==> config.mk <==
export PLATFORM = sky130hd
export DESIGN_NAME = cds_shr_gen
export DESIGN_NICKNAME = d
export VERILOG_FILES = /design/src/rtl/cds_shr_pkg.sv /design/src/rtl/cds_ctrl_reg.sv /design/src/rtl/cds_delay_sel.sv /design/src/rtl/cds_pulse_timer.sv /design/src/rtl/cds_shr_gen.sv
export SDC_FILE = /design/constraint.sdc
export NUM_CORES = 1
export LEC_CHECK = 0
export BUFFER_PORTS_ARGS = -buffer_cell sky130_fd_sc_hd__buf_2
export CAP_MARGIN = 20
export CORE_AREA = 8 8 45 47
export CTS_BUF_LIST = sky130_fd_sc_hd__clkbuf_4 sky130_fd_sc_hd__clkbuf_8 sky130_fd_sc_hd__clkbuf_16
export DETAILED_ROUTE_END_ITERATION = 12
export DIE_AREA = 0 0 53 55
export PLACE_DENSITY = 0.78
export REMOVE_ABC_BUFFERS = 1
export SYNTH_ARGS = -nofsm -noshare
export SYNTH_HDL_FRONTEND = slang
export SYNTH_SLANG_ARGS = --single-unit
==> constraint.sdc <==
create_clock -name clk -period 4.9 [get_ports clk]
set_clock_uncertainty 0.1 [all_clocks]
set_input_delay 0.98 -clock clk [delete_from_list [all_inputs] [get_ports clk]]
set_output_delay 0.98 -clock clk [all_outputs]
set_load 0.05 [all_outputs]
==> src/rtl/cds_shr_pkg.sv <==
package cds_shr_pkg;

  localparam int REG_W     = 8;
  localparam int RUN_BIT   = 7;
  localparam int DRIVE_BIT = 5;
  localparam int MODE_BIT  = 4;
  localparam int POS_LSB   = 2;
  localparam int POS_W     = 2;

  typedef struct packed {
    logic             run;
    logic             drive_dbl;
    logic             cds;
    logic [POS_W-1:0] pos;
  } ctrl_t;

  localparam ctrl_t CTRL_DEFAULT = '{run: 1'b0, drive_dbl: 1'b0, cds: 1'b0, pos: '0};

endpackage

==> src/rtl/cds_ctrl_reg.sv <==
module cds_ctrl_reg
  import cds_shr_pkg::*;
(
  input  logic             clk,
  input  logic             rst,
  input  logic             wr_en,
  input  logic [REG_W-1:0] wr_data,
  output ctrl_t            ctrl
);

  ctrl_t ctrl_q;
  ctrl_t ctrl_d;

  always_comb begin
    ctrl_d = ctrl_q;
    if (wr_en) begin
      ctrl_d.run = wr_data[RUN_BIT];
    end
    if (!ctrl_q.run || (wr_en && !wr_data[RUN_BIT])) begin
      ctrl_d.drive_dbl = CTRL_DEFAULT.drive_dbl;
      ctrl_d.cds       = CTRL_DEFAULT.cds;
      ctrl_d.pos       = CTRL_DEFAULT.pos;
    end else if (wr_en) begin
      ctrl_d.drive_dbl = wr_data[DRIVE_BIT];
      ctrl_d.cds       = wr_data[MODE_BIT];
      ctrl_d.pos       = wr_data[POS_LSB +: POS_W];
    end
  end

  always_ff @(posedge clk) begin
    if (rst) ctrl_q <= CTRL_DEFAULT;
    else     ctrl_q <= ctrl_d;
  end

  assign ctrl = ctrl_q;

endmodule

==> src/rtl/cds_delay_sel.sv <==
module cds_delay_sel
  import cds_shr_pkg::*;
#(
  parameter int SGL_BASE = 4,
  parameter int SGL_STEP = 2,
  parameter int DBL_BASE = 2,
  parameter int DBL_STEP = 1,
  parameter int CNT_W    = 4
) (
  input  logic [POS_W-1:0] pos,
  input  logic             edge_dbl,
  output logic [CNT_W-1:0] delay
);

  localparam int CODES = 1 << POS_W;

  logic [CNT_W-1:0] sgl_tab [CODES];
  logic [CNT_W-1:0] dbl_tab [CODES];

  for (genvar c = 0; c < CODES; c++) begin : g_tab
    assign sgl_tab[c] = CNT_W'(SGL_BASE + c * SGL_STEP);
    assign dbl_tab[c] = CNT_W'(DBL_BASE + c * DBL_STEP);
  end

  assign delay = edge_dbl ? dbl_tab[pos] : sgl_tab[pos];

endmodule

==> src/rtl/cds_pulse_timer.sv <==
module cds_pulse_timer #(
  parameter int CNT_W    = 4,
  parameter int PULSE_HP = 2
) (
  input  logic             clk,
  input  logic             rst,
  input  logic             enable,
  input  logic             strobe,
  input  logic [CNT_W-1:0] delay,
  output logic             pulse
);

  logic [CNT_W-1:0] cnt_q, cnt_d;
  logic             pulse_q, pulse_d;

  always_comb begin
    if (!enable)             cnt_d = '0;
    else if (strobe)         cnt_d = delay;
    else if (cnt_q != '0)    cnt_d = cnt_q - 1'b1;
    else                     cnt_d = '0;
    pulse_d = enable && (cnt_d != '0) && (cnt_d <= CNT_W'(PULSE_HP));
  end

  always_ff @(posedge clk) begin
    if (rst) begin
      cnt_q   <= '0;
      pulse_q <= 1'b0;
    end else begin
      cnt_q   <= cnt_d;
      pulse_q <= pulse_d;
    end
  end

  assign pulse = pulse_q;

endmodule

==> src/rtl/cds_shr_gen.sv <==
module cds_shr_gen
  import cds_shr_pkg::*;
#(
  parameter int SGL_BASE = 4,
  parameter int SGL_STEP = 2,
  parameter int DBL_BASE = 2,
  parameter int DBL_STEP = 1,
  parameter int PULSE_HP = 2
) (
  input  logic       clk,
  input  logic       rst,
  input  logic       wr_en,
  input  logic [7:0] wr_data,
  input  logic       strobe,
  input  logic       edge_dbl,
  output logic       ft_pulse,
  output logic       soft_run,
  output logic       drive_dbl,
  output logic       cds_mode,
  output logic [1:0] pos_code
);

  localparam int MAX_DLY = SGL_BASE + ((1 << POS_W) - 1) * SGL_STEP;
  localparam int CNT_W   = $clog2(MAX_DLY + 1);

  ctrl_t            ctrl;
  logic [CNT_W-1:0] delay;
  logic             pulse_raw;

  cds_ctrl_reg u_reg (
    .clk     (clk),
    .rst     (rst),
    .wr_en   (wr_en),
    .wr_data (wr_data),
    .ctrl    (ctrl)
  );

  cds_delay_sel #(
    .SGL_BASE (SGL_BASE),
    .SGL_STEP (SGL_STEP),
    .DBL_BASE (DBL_BASE),
    .DBL_STEP (DBL_STEP),
    .CNT_W    (CNT_W)
  ) u_dly (
    .pos      (ctrl.pos),
    .edge_dbl (edge_dbl),
    .delay    (delay)
  );

  cds_pulse_timer #(
    .CNT_W    (CNT_W),
    .PULSE_HP (PULSE_HP)
  ) u_tmr (
    .clk    (clk),
    .rst    (rst),
    .enable (ctrl.cds),
    .strobe (strobe),
    .delay  (delay),
    .pulse  (pulse_raw)
  );

  assign ft_pulse  = pulse_raw & ctrl.cds;
  assign soft_run  = ctrl.run;
  assign drive_dbl = ctrl.drive_dbl;
  assign cds_mode  = ctrl.cds;
  assign pos_code  = ctrl.pos;

endmodule

-- Word-level counts from Yosys, hierarchy flattened
Index checks and enable logic that the tools add are counted.
- order comparisons: 2
- reduce and logical (&&, ||, !) cells: 9
- multiplexer cells: 10
- bitwise logic cells: 2
- add/sub/neg operators: 1
- operators by type and width (kind ; count):
    2-to-1 mux 4 bit ; 8
    binary-select mux 4 bit (select 2 bit) ; 2
    nonzero test 4 bit ; 2
    less-or-equal comparator 4 x 2 -> 1 bit (second input constant) ; 1
    subtractor 4 x 1 -> 4 bit (second input constant) ; 1
    >= comparator 3 bit (second input constant) ; 1
    logical AND 1 bit ; 3
    inverter 2 -> 3 bit ; 1
    logical NOT 1 bit ; 2
    OR reduction 2 bit ; 1
    AND 1 bit ; 1
    logical OR 1 bit ; 1
- input bits: 13
- output and inout port bits: 6
- bits in registers: 10

-- Longest topological paths before layout
- word-level depth: 10
- depth in mapped cells: 6
- depth with buffers taken out: 6

-- By module
A second synthesis with hierarchy kept.
- cells, all modules: 58
- area total of the unflattened synthesis: 533.0 um2
- modules (own cells, without submodules) (module ; cells each ; times used ; area an instance (um2) ; seq. area each (um2)):
    cds_pulse_timer ; 31 ; 1 ; 296.5 ; 100.1
    cds_ctrl_reg ; 21 ; 1 ; 196.4 ; 100.1
    cds_delay_sel ; 5 ; 1 ; 33.8 ; 0.0
    cds_shr_gen ; 1 ; 1 ; 6.3 ; 0.0

-- Worst setup path before layout
Ideal clock, no wire load.
- kind: register -> output
- from: register u_reg.ctrl_q (netlist bit u_reg.ctrl[2])
- to: output port ft_pulse
- stages on the path, launching flop included: 2
- path buffers: 0
- data required time: 3.820 ns
- data arrival time: 1.123 ns
- setup slack: 2.697 ns
- cell sequence: dfxtp_1 > and2_2
- word-level cells in the longest chain between the ends: 1
- ends and longest elaborated chain (element ; line ; text):
    from (decl) ; cds_ctrl_reg.sv:11 ; ctrl_t ctrl_q;
    from (signal assigned) ; cds_ctrl_reg.sv:32 ; else ctrl_q <= ctrl_d;
    AND 1 bit ; cds_shr_gen.sv:62 ; assign ft_pulse = pulse_raw & ctrl.cds;
    to (decl) ; cds_shr_gen.sv:16 ; output logic ft_pulse,
Every way passes these cells.

-- Worst setup path after layout
Same ends and word-level chain as after synthesis.

==> out/summary.txt <==
Worst Path Required: 3820 ps
GR Overflow Total: 0
FP Rows: 14
Status: complete, no violations
Post-route insts no fill: 97
Final Util: 47.1%
Vias in the first global route: 527
Sequential-to-total area share from yosys stat: 38.2%
#FFs+latches synth: 10
GPL Wtd Cong: 0.788
# setup viols final: 0
Area grow syn2layout: 24.3%
Synth Area in Compound Gates: 16.2%
P per Cell Area: 260 nW/µm²
# DRC: 0
Die span in x: 53 µm
Critical Path AT: 1180 ps
H-tree Lvls: 1
Syn Inst Count: 63
Clk buf depth: 2
Top post-synthesis cells by area: dfxtp_1 (38%), nand2b_1 (8.4%), ha_1 (7.2%), a21oi_1 (4.8%), mux2i_1 (3.8%)
Clock transition at the registers of the reported paths: 70 ps
Drt pass-1 iters: 4
Routed Wire Length: 1130 µm
Root buffer cell: clkbuf_4
First-pass GRT wire length: 1990 µm
Post-synthesis mux area share: 3.82%
Layout cells sized above 1: 27.2%
Tcrit/Tclk final: 46.1%
Highest Clock Rate: 443 MHz
Area of the multi-input gates: 302 µm²
Critical path endpoint category: output port
Crit Path Class: register to output port
Die Height: 55 µm
Clk sinks: 10
DRT antenna net count: 0
RSZ-0062 raised after global routing: no
Hold Buf Count CTS: 0
Unique masters post-synth: 24
CTS buffer count: 3
Slew Limit Headroom: 77.1%
Drt via density: 5.06
Synth Area in XOR/XNOR: 0%
Largest net degree at the start of global routing: 10
Synth Area in Adders: 7.16%
Setup slack, reg-to-reg: 3100 ps
DR iter-0 viols: 5
Hold Fails Final Rpt: 0
PostCTS Resize Cnt: 0
Synth area leader: dfxtp_1
Worst slew pin tran: 342 ps
HPWL Detailed: 919 µm
I/O Buffers: 15
Initial Util: 37.9%
Synth top area share: 38.2%
Final net count: 98
Tmin final: 2260 ps
Synth Area in Simple Gates: 30.3%
Post-Syn Area: 524 µm²
Diodes inserted: 0
Reg2reg path depth: 6
# fillers: 136
Avg WL per Cell: 11.7 µm
Max-cap violations: 0
Synth warn: 0
CP max FO: 9
Min-delay worst type: register to register
Setup crit start kind: register
Core area: 1380 µm²
Via count: 491
Max Slew Vio Count: 0
DP Cell Count: 93
Peak VDD IR: 0.000155 V
Sequential cell area: 200 µm²
Skew-Pair Late Insertion Delay: 260 ps
Largest family of logic cells by synthesized area: simple AND/OR/NAND/NOR gates
Initial antenna violation count: 0
Area of the die: 2920 µm²
Total GRT Usage: 9.23%
Fin Setup TNS: 0 ps
Mean Syn Cell Area: 8.32 µm²
Hold Path Depth: 2
P_leak: 0.000279 µW
IO Pins: 19
CTS tree: done
Setup Buffers After CTS: 0
==> registers in the layout, summed over array words and instances (netlist names) <==
| register | flops |
|---|---|
| u_reg.ctrl | 5 |
| u_tmr.cnt_q | 4 |
| u_tmr.pulse | 1 |
==> stage by stage <==
stage / setup slack [ps] / cell area, µm² / hold WS (ps) / power (µW)
4_1_cts: 2630 / 652 / 391 / 173
3_3_place_gp: 2650 / 616 / 354 / 98.6
2_1_floorplan: 2700 / 520 / 461 / 91.6
6_report: 2640 / 652 / 386 / 169
5_1_grt: 2580 / 652 / 414 / 179
3_5_place_dp: 2650 / 616 / 381 / 99.0
==> worst max-delay path: stages (launching register included) <==
cell     delay [ps]
dfxtp_1         480
and2_2          190
buf_2           250
==> cells in the mapped netlist, drive strengths merged <==
| master | count |
|---|---|
| a211oi | 2 |
| a21oi | 6 |
| and2 | 2 |
| clkbuf | 1 |
| dfxtp | 10 |
| ha | 3 |
| inv | 5 |
| mux2i | 2 |
| nand2 | 2 |
| nand2b | 7 |
| nand3 | 4 |
| nand4 | 1 |
| nor2 | 5 |
| nor2b | 2 |
| nor3 | 3 |
| nor3b | 1 |
| o211ai | 1 |
| o21ai | 3 |
| o31a | 1 |
| or2b | 1 |
| or3 | 1 |
==> final timing paths <==
| path | startpoint | endpoint |
|---|---|---|
| setup reg to reg | u_tmr.cnt_q[0] | u_tmr.pulse |
| hold / removal | u_reg.ctrl[3] | u_reg.ctrl[3] |
| setup / recovery | u_reg.ctrl[2] | ft_pulse |
| hold reg to reg | u_reg.ctrl[3] | u_reg.ctrl[3] |
==> cell usage in the layout, fill, tap and decap left out <==
master,synthesis,routed
nor2b_1,2,2
and2_2,1,1
nand2_1,2,2
nand2b_1,7,7
a21oi_1,5,5
a211oi_2,1,1
o31a_1,1,1
nand3_1,4,4
nor2_1,5,5
and2_1,1,1
nand4_1,1,1
clkbuf_8,0,1
o211ai_1,1,1
clkbuf_4,0,3
mux2i_1,2,2
a211oi_1,1,1
ha_1,3,3
o21ai_0,3,3
inv_1,5,5
or3_1,1,1
dfxtp_1,10,10
a21oi_2,1,1
or2b_1,1,1
nor3b_1,1,1
buf_2,0,15
nor3_1,3,3
==> kinds of logic after synthesis <==
| family | after synthesis |
|---|---|
| AND/OR/NAND/NOR | 29 |
| flip-flops | 10 |
| buffers and inverters | 6 |
| AO/OA/AOI/OAI | 13 |
| adder cells (fa/ha/maj) | 3 |
| multiplexers | 2 |
==> where the power goes <==
part	internal, µW	switching, µW
clock	45.0	27.1
combinational	5.46	8.97
sequential	82.1	0.713
total	133	36.7
==> routing by layer <==
metal  vias to the layer above  routed length (µm)  global-route usage (%)
li1                        253                   -                       -
met3                         2                  35                    2.67
met1                       223                 541                    9.26
met4                         0                   9                    7.33
met5                         -                   0                       0
met2                        13                 547                    15.8
==> layout make-up <==
type	count	area share [%]
well taps	16	3.07
repair buffers	15	11.5
flip-flops and latches	10	30.7
inverters	5	2.88
multi-input cells	47	46.3
clock buffers	4	5.57
Note: power is estimated with default switching activity, not from simulation.
